File: src/rtl/mux_sram_pkg.sv
package mux_sram_pkg;

  parameter int unsigned LO_W_DEF   = 5;
  parameter int unsigned DATA_W_DEF = 8;

  // The shared line always sits above the low address bits.
  function automatic logic [LO_W_DEF:0] word_index(input logic hi, input logic [LO_W_DEF-1:0] lo);
    return {hi, lo};
  endfunction

  // Select rule: the qualifier must be satisfied, the first enable high and the second low.
  function automatic logic select_rule(input logic qual, input logic ena, input logic enb_n);
    return qual & ena & ~enb_n;
  endfunction

endpackage

File: src/rtl/msc_select_latch.sv
module msc_select_latch (
  input  logic clk,
  input  logic rst_n,
  input  logic strobe,
  input  logic line,
  output logic qual,
  output logic fall_seen
);

  logic strobe_q;
  logic cap_q;

  assign fall_seen = strobe_q & ~strobe;

  always_ff @(posedge clk or negedge rst_n) begin
    if (!rst_n) begin
      strobe_q <= 1'b0;
      cap_q    <= 1'b0;
    end else begin
      strobe_q <= strobe;
      if (fall_seen) cap_q <= line;
    end
  end

  // A strobe held high makes the capture transparent, so the qualifier counts as satisfied.
  assign qual = strobe | cap_q;

  assert_capture_R2: assert property (@(posedge clk) disable iff (!rst_n)
    fall_seen |=> (cap_q == $past(line)));

  assert_hold_R2: assert property (@(posedge clk) disable iff (!rst_n)
    !fall_seen |=> $stable(cap_q));

endmodule

File: src/rtl/msc_store.sv
module msc_store #(
  parameter int unsigned ADDR_W = 6,
  parameter int unsigned DATA_W = 8
) (
  input  logic              clk,
  input  logic              we,
  input  logic [ADDR_W-1:0] addr,
  input  logic [DATA_W-1:0] wdata,
  output logic [DATA_W-1:0] word
);

  localparam int unsigned DEPTH = 1 << ADDR_W;

  logic [DATA_W-1:0] mem [DEPTH];

  always_ff @(posedge clk) begin
    if (we) mem[addr] <= wdata;
  end

  assign word = mem[addr];

  assert_write_lands_R5: assert property (@(posedge clk)
    we |=> (mem[$past(addr)] == $past(wdata)));

endmodule

File: src/rtl/msc_port_ctl.sv
module msc_port_ctl #(
  parameter int unsigned DATA_W = 8
) (
  input  logic              clk,
  input  logic              rst_n,
  input  logic              selected,
  input  logic              rd_n,
  input  logic              wr_n,
  input  logic [DATA_W-1:0] word,
  output logic              wr_en,
  output logic [DATA_W-1:0] rdata,
  output logic              rdata_oe,
  output logic              chain_en
);

  logic rd_active;

  assign wr_en     = selected & ~wr_n;
  assign rd_active = selected & ~rd_n & wr_n;
  assign rdata_oe  = rd_active;
  assign rdata     = rd_active ? word : '0;
  assign chain_en  = ~(~selected & ~rd_n);

  assert_write_wins_R5: assert property (@(posedge clk) disable iff (!rst_n)
    !wr_n |-> !rdata_oe);

  assert_chain_high_R6: assert property (@(posedge clk) disable iff (!rst_n)
    selected |-> chain_en);

  assert_drive_only_read_R8: assert property (@(posedge clk) disable iff (!rst_n)
    rdata_oe |-> (!rd_n && selected));

  assert_quiet_bus_R8: assert property (@(posedge clk) disable iff (!rst_n)
    !rdata_oe |-> (rdata == '0));

endmodule

File: src/rtl/mux_sram_chain.sv
module mux_sram_chain
  import mux_sram_pkg::*;
#(
  parameter int unsigned LO_W   = LO_W_DEF,
  parameter int unsigned DATA_W = DATA_W_DEF
) (
  input  logic              clk,
  input  logic              rst_n,
  input  logic [LO_W-1:0]   addr_lo,
  input  logic              addr_sel,
  input  logic              strobe,
  input  logic              en_a,
  input  logic              en_b_n,
  input  logic              rd_n,
  input  logic              wr_n,
  input  logic [DATA_W-1:0] wdata,
  output logic [DATA_W-1:0] rdata,
  output logic              rdata_oe,
  output logic              chain_en
);

  localparam int unsigned ADDR_W = LO_W + 1;

  logic              qual;
  logic              fall_seen;
  logic              selected;
  logic              wr_en;
  logic [ADDR_W-1:0] addr;
  logic [DATA_W-1:0] word;

  assign addr     = {addr_sel, addr_lo};
  assign selected = qual & en_a & ~en_b_n;

  msc_select_latch u_sel (
    .clk       (clk),
    .rst_n     (rst_n),
    .strobe    (strobe),
    .line      (addr_sel),
    .qual      (qual),
    .fall_seen (fall_seen)
  );

  msc_store #(.ADDR_W(ADDR_W), .DATA_W(DATA_W)) u_store (
    .clk   (clk),
    .we    (wr_en),
    .addr  (addr),
    .wdata (wdata),
    .word  (word)
  );

  msc_port_ctl #(.DATA_W(DATA_W)) u_ctl (
    .clk      (clk),
    .rst_n    (rst_n),
    .selected (selected),
    .rd_n     (rd_n),
    .wr_n     (wr_n),
    .word     (word),
    .wr_en    (wr_en),
    .rdata    (rdata),
    .rdata_oe (rdata_oe),
    .chain_en (chain_en)
  );

  assert_chain_low_R7: assert property (@(posedge clk) disable iff (!rst_n)
    !chain_en |-> (!rd_n && !rdata_oe));

  assert_enables_gate_R4: assert property (@(posedge clk) disable iff (!rst_n)
    (!en_a || en_b_n) |-> (!rdata_oe && chain_en == rd_n));

endmodule

File: config.mk
export PLATFORM = sky130hd
export DESIGN_NAME = mux_sram_chain
export DESIGN_NICKNAME = d
export VERILOG_FILES = /design/src/rtl/mux_sram_pkg.sv /design/src/rtl/msc_select_latch.sv /design/src/rtl/msc_store.sv /design/src/rtl/msc_port_ctl.sv /design/src/rtl/mux_sram_chain.sv
export SDC_FILE = /design/constraint.sdc
export NUM_CORES = 1
export LEC_CHECK = 0
export ABC_AREA = 1
export BUFFER_PORTS_ARGS = -buffer_cell sky130_fd_sc_hd__buf_4
export CELL_PAD_IN_SITES_DETAIL_PLACEMENT = 0
export CELL_PAD_IN_SITES_GLOBAL_PLACEMENT = 1
export CORE_ASPECT_RATIO = 0.8
export CORE_MARGIN = 5
export CORE_UTILIZATION = 45
export DETAILED_ROUTE_END_ITERATION = 7
export PLACE_DENSITY_LB_ADDON = 0.1
export REMOVE_ABC_BUFFERS = 1
export SLEW_MARGIN = 20
export SYNTH_ARGS = -nofsm -noshare
export SYNTH_HDL_FRONTEND = slang
export SYNTH_SLANG_ARGS = --single-unit
File: constraint.sdc
create_clock -name clk -period 2 [get_ports clk]
set_clock_uncertainty 0.1 [all_clocks]
set_input_delay 0.3 -clock clk [delete_from_list [all_inputs] [get_ports clk]]
set_output_delay 0.3 -clock clk [all_outputs]
set_load 0.05 [all_outputs]
# Word level (Yosys, flattened, before mapping)
# Memory sizes are Yosys's and may differ from the RTL's.
# Cells that the tools add are included.
totals:
  ff_bits: 2
  ramBits: 512
  in_bits: 21
  word_cells: 20
  n_memories: 1
op_classes:
  muxes: 3
  n_bitwise: 14
mem_list:
  columns: ["name", "words", "width", "read_ports", "rd_ports_with_merged_regs", "wr", "line_no", "rtl"]
  rows:
  - ["u_store.mem", 64, 8, 1, 0, 1, "msc_store.sv:14", "logic [DATA_W-1:0] mem [DEPTH];"]
ops:
  columns: ["op", "n"]
  rows:
  - ["8-bit 2-to-1 mux", 1]
  - ["1-bit AND", 7]
  - ["1-bit NOT", 6]
  - ["1-bit 2-to-1 mux", 2]
  - ["1-bit OR", 1]

# Longest topological paths before layout
depth:
  word_depth: 6
  mapped_depth: 14

# Cells and area by module
# From an unflattened synthesis, not the netlist that was laid out.
unflattened:
  hier_cells: 2192
  area_unflattened_um2: 22073.7
by_module_without_submodules:
  columns: ["module", "n_inst", "cells_each", "area_per_inst_um2"]
  rows:
  - ["msc_store", 1, 2159, 21884.7]
  - ["msc_port_ctl", 1, 22, 96.3]
  - ["msc_select_latch", 1, 9, 82.6]
  - ["mux_sram_chain", 1, 2, 10.0]

# Worst setup path after synthesis
# OpenSTA, ideal clock, no wires.
synth_path:
  path_type: "input to output"
  startpoint: "in addr_lo[1]"
  endpoint: "out rdata[6]"
  arrival_ps: 1985
  slack_ps: -385
  stages: 12
  cell_sequence: "buf_2 -> inv_1 -> buf_4 -> buf_2 -> nand2_1 -> nand2_1 -> nand2_1 -> nand2_1 -> nand2_1 -> nand2_1 -> nor2_1 -> a21oi_1"
synth_between:
  elab_chain_cells: 2
synth_rtl:
  columns: ["element", "line_no", "rtl"]
  rows:
  - ["start: declaration", "mux_sram_chain.sv:9", "input logic [LO_W-1:0] addr_lo,"]
  - ["memory read 64 x 8 bit", null, null]
  - ["8-bit 2-to-1 mux", "msc_port_ctl.sv:21", "assign rdata = rd_active ? word : '0;"]
  - ["end: declaration", "mux_sram_chain.sv:17", "output logic [DATA_W-1:0] rdata,"]
# No other way between the ends.

# Worst setup path after layout
layout_path:
  startpoint: "mem u_store.mem[24][6]"
  endpoint: "out rdata[6]"
layout_between:
  elab_chain_cells: 2
layout_rtl:
  columns: ["element", "line_no"]
  rows:
  - ["start: declaration", "msc_store.sv:14"]
  - ["memory read 64 x 8 bit", null]
  - ["8-bit 2-to-1 mux", "msc_port_ctl.sv:21"]
# No other way between the ends.

==> flow_summary.html <==
<table>
<tr><th>Metric</th><th>Value</th></tr>
<tr><th colspan="2">Power</th></tr>
<tr><td>Net Switching</td><td>around 5.3 mW</td></tr>
<tr><td>Static leakage</td><td>11.4 nW</td></tr>
<tr><td>Combinational Power Share</td><td>7.7%</td></tr>
<tr><td>Switching part of the total</td><td>22.7%</td></tr>
<tr><td>Internal</td><td>18.2 mW</td></tr>
<tr><td>Peak supply drop</td><td>765 uV</td></tr>
<tr><td>Power per cell area</td><td>around 850 mW/mm^2</td></tr>
<tr><td>Clock group share of total power</td><td>42.0%</td></tr>
<tr><td>Power share of the sequential group</td><td>50.3%</td></tr>
<tr><th colspan="2">Die</th></tr>
<tr><td>Total Die Area</td><td>0.0534 sq mm</td></tr>
<tr><td>Horiz. Die Dim</td><td>between 200 and 300 um</td></tr>
<tr><td>Number of rows in the core area</td><td>72</td></tr>
<tr><td>Number of I/O pins</td><td>31</td></tr>
<tr><td>Area of the core region</td><td>a little under 0.05 sq mm</td></tr>
<tr><td>Initial Util</td><td>45.4%</td></tr>
<tr><td>Vert. Die Dim</td><td>208 um</td></tr>
<tr><th colspan="2">STA</th></tr>
<tr><td>Final slew viol count</td><td>0</td></tr>
<tr><td>Max transition margin</td><td>53.5%</td></tr>
<tr><td>Final period util</td><td>121%</td></tr>
<tr><td>Worst setup margin</td><td>-427 ps</td></tr>
<tr><td>Hold violation count in the final report</td><td>0</td></tr>
<tr><td>Min cycle time layout</td><td>2430 ps</td></tr>
<tr><td>Transition time at the pin with the least slew margin</td><td>about 700 ps</td></tr>
<tr><td>Setup_tns</td><td>-25670 ps</td></tr>
<tr><td>RSZ-0062 raised after global routing</td><td>yes</td></tr>
<tr><td>Setup-violating endpoint count in the final report</td><td>387</td></tr>
<tr><td>Highest Clock Rate</td><td>412 MHz</td></tr>
<tr><td>Worst hold slack</td><td>39.1 ps</td></tr>
<tr><th colspan="2">Detailed routing</th></tr>
<tr><td>Via density per instance</td><td>5.00</td></tr>
<tr><td>Routed WL per cell</td><td>between 15 and 20 um</td></tr>
<tr><td>DRC</td><td>0</td></tr>
<tr><td>Length of the first detailed-routing pass in iterations</td><td>5</td></tr>
<tr><td>Detailed router's first-iteration violation count</td><td>1075</td></tr>
<tr><td>Antenna viol nets, final</td><td>0</td></tr>
<tr><td>Total wirelength of the detailed-routed design</td><td>60.1 mm</td></tr>
<tr><td>Total number of vias</td><td>15300</td></tr>
<tr><th colspan="2">Layout</th></tr>
<tr><td>Growth of design area from synthesis to finish</td><td>26.6%</td></tr>
<tr><td>Commonest non-fill, non-tap cell in the layout</td><td>nand2_1</td></tr>
<tr><td>Number of nets in the layout</td><td>2400</td></tr>
<tr><td>Post-Layout Inst Area</td><td>0.0278 sq mm</td></tr>
<tr><td>Fraction of the core area covered by cells at the end of the flow</td><td>between 50% and 60%</td></tr>
<tr><td>ANT cells</td><td>0</td></tr>
<tr><td>Ratio of cells with drive above 1 in the final layout</td><td>22.1%</td></tr>
<tr><td>Most frequent cells in the layout</td><td>nand2_1 (1284), edfxtp_1 (512), buf_4 (114)</td></tr>
<tr><th colspan="2">Global route</th></tr>
<tr><td>Largest net degree at the start of global routing</td><td>65</td></tr>
<tr><td>Global-route wire length before repair</td><td>approximately 91 mm</td></tr>
<tr><td>Overall routing resource usage</td><td>22.1%</td></tr>
<tr><td>Number of antenna violations at the first check in global routing</td><td>0</td></tr>
<tr><td>Remaining global-route overflow</td><td>0</td></tr>
<tr><td>Via count of the first global-routing pass</td><td>roughly 15000</td></tr>
<tr><th colspan="2">Setup path</th></tr>
<tr><td>Total buffers and inverters traversed by the critical path</td><td>1</td></tr>
<tr><td>Register-to-Register Path Depth</td><td>11</td></tr>
<tr><td>Arrival time of data at the critical path endpoint</td><td>2030 ps</td></tr>
<tr><td>Launching element type of the critical path</td><td>register</td></tr>
<tr><td>Critical Path End Type</td><td>output port</td></tr>
<tr><td>Startpoint-to-endpoint class of the critical path</td><td>register to output port</td></tr>
<tr><td>Family of cells with the greatest summed delay on the critical path</td><td>simple AND/OR/NAND/NOR gates</td></tr>
<tr><td>Source of the worst register-to-register timing path</td><td>u_sel.cap_q</td></tr>
<tr><td>Library cell appearing most often on the critical path</td><td>nand2_1</td></tr>
<tr><td>Slowest CP cell</td><td>edfxtp_1</td></tr>
<tr><td>CP cell instances</td><td>or2_2 -&gt; nand3_1 -&gt; nand2_1 -&gt; o21ai_0 -&gt; nand2_1 -&gt; nor2_2 -&gt; a21oi_4 -&gt; buf_8</td></tr>
<tr><td>Data required, critical path</td><td>1600 ps</td></tr>
<tr><td>CP peak stage delay</td><td>350 ps</td></tr>
<tr><td>Max Fanout on Critical Path</td><td>1</td></tr>
<tr><td>Endpoint of the worst-slack reg-to-reg timing path</td><td>u_store.mem[23][0]</td></tr>
<tr><td>R2R Setup Slk</td><td>-160 ps</td></tr>
<tr><th colspan="2">Hold path</th></tr>
<tr><td>Path category of the worst min-delay check</td><td>input pin to register</td></tr>
<tr><td>Startpoint of the tightest hold check path</td><td>wdata[2]</td></tr>
<tr><td>Cell depth of the worst min-delay path</td><td>1</td></tr>
<tr><td>Worst Hold Endpoint</td><td>u_store.mem[27][2]</td></tr>
<tr><th colspan="2">Place</th></tr>
<tr><td>Placed instance area</td><td>0.0245 sq mm</td></tr>
<tr><td>Post-placement setup slack</td><td>-673 ps</td></tr>
<tr><td>HPWL after detailed placement</td><td>37.8 mm</td></tr>
<tr><td>I/O Buffers</td><td>30</td></tr>
<tr><td>Routability-driven placement congestion ratio</td><td>around 0.87</td></tr>
<tr><th colspan="2">CTS</th></tr>
<tr><td>Count of clock tree sinks</td><td>514</td></tr>
<tr><td>Number of clock buffers inserted by TritonCTS</td><td>53</td></tr>
<tr><td>H-tree depth reported by CTS</td><td>2</td></tr>
<tr><td>CTS Buffer Depth</td><td>3</td></tr>
<tr><td>Latest clock arrival within the worst-skew pair</td><td>600 ps</td></tr>
<tr><td>Clock tree from TritonCTS</td><td>built</td></tr>
<tr><td>Buffer type at the clock tree root</td><td>clkbuf_16</td></tr>
<tr><td>Clock-pin transition on the worst setup and hold timing paths</td><td>around 60 ps</td></tr>
<tr><th colspan="2">Status</th></tr>
<tr><td>Result of the run</td><td>finished with violations</td></tr>
<tr><td>Violations in the final reports</td><td>negative setup slack</td></tr>
<tr><th colspan="2">Logic synthesis</th></tr>
<tr><td>FF+latch count, synth</td><td>514</td></tr>
<tr><td>Part of the Yosys area used for sequential elements</td><td>a little over two thirds</td></tr>
<tr><td>Netlist area before placement</td><td>0.0220 sq mm</td></tr>
<tr><td>Gate count of the mapped netlist</td><td>about 2200</td></tr>
<tr><td>Unique masters post-synth</td><td>22</td></tr>
<tr><td>Avg Inst Size Synth</td><td>~10 sq um</td></tr>
<tr><td>Total of warnings raised by yosys</td><td>0</td></tr>
<tr><th colspan="2">Job</th></tr>
<tr><td>Max-capacitance violation count</td><td>0</td></tr>
</table>
## routing by layer
layer  part of all wire [%]  track usage [%]  up-vias
met1                     48             33.2     7389
met5                      0                0        -
met2                     45             34.2      331
met3                    5.4             4.16       61
met4                    1.6             4.27        0
li1                       -                -     7472
## cell usage after synthesis (all sizes together)
master | n | area share, %
a21oi | 9 | 0.20
a31oi | 1 | 0.028
buf | 89 | 2.6
clkbuf | 11 | 0.19
clkinv | 2 | 0.034
dfrtp | 2 | 0.23
edfxtp | 512 | 70
inv | 29 | 0.51
nand2 | 1366 | 23
nand3 | 14 | 0.32
nand4 | 2 | 0.057
nor2 | 95 | 1.6
nor3 | 9 | 0.39
o211ai | 8 | 0.27
o21ai | 9 | 0.20
or2 | 3 | 0.085
## timing repair
action / in CTS / in global routing
endpoints found under the hold margin: 4 / 0
hold buffers: 3 / 0
pin swaps: 50 / 44
setup buffers: 7 / 5
gates cloned: 2 / 0
setup endpoints to repair: 197 / 522
gates resized for setup: 189 / 227
## worst reg2reg max path, stage by stage, from the launching register on
cell     delay [ps]
dfrtp_1         380
nor2_2           60
nor3_2          160
buf_4           160
inv_4            40
nor2_4           90
buf_12          150
nand4_1         160
buf_6           180
buf_8           140
nor2_4           80
buf_6           160
## logic make-up after synthesis
kind of cell | share of synthesized area, %
buf+inv | 3.28
compound gates | 0.712
simple gates | 25.8
flops | 70.2
## through the flow
step,std cells,power (mW)
2_1_floorplan,2061,12.7
3_3_place_gp,2945,13.7
3_5_place_dp,2945,13.7
4_1_cts,3048,23.7
5_1_grt,3051,24.4
6_report,3051,23.6
## worst max path at each step
stage                     to  slack (ps)  cells after the start               start
global placement    rdata[5]        -670                     15          addr_lo[0]
finish              rdata[6]        -430                      8  u_store.mem[24][6]
CTS                 rdata[6]        -480                      8  u_store.mem[18][6]
global route        rdata[3]        -540                     11   u_store.mem[3][3]
detailed placement  rdata[2]        -670                     15          addr_lo[0]
floorplan           rdata[0]       -1660                      9          addr_lo[1]
## power by group through the flow
stage / logic (mW) / clock network (mW) / registers, mW
floorplan: 0.619 / 0 / 12.1
global placement: 1.63 / 0 / 12.1
detailed placement: 1.63 / 0 / 12.1
CTS: 1.74 / 10.1 / 11.9
global route: 1.98 / 10.5 / 11.9
finish: 1.81 / 9.91 / 11.9
## sequential cells by signal (all words and copies together), names as in the netlist
signal	count
u_sel.cap_q	1
u_sel.strobe_q	1
u_store.mem	512
## layout make-up
cell class / count / area [sq um]
Tap cell: 629 / 787
Multi-Input combinational cell: 1516 / 6770
Fill cell: 4087 / 20600
Clock inverter: 31 / 269
Timing Repair Buffer: 262 / 2970
Inverter: 31 / 134
Timing Repair inverter: 1 / 8.76
Clock buffer: 67 / 1460
Sequential cell: 514 / 15400
No activity file was read; power rests on OpenSTA's default activity.
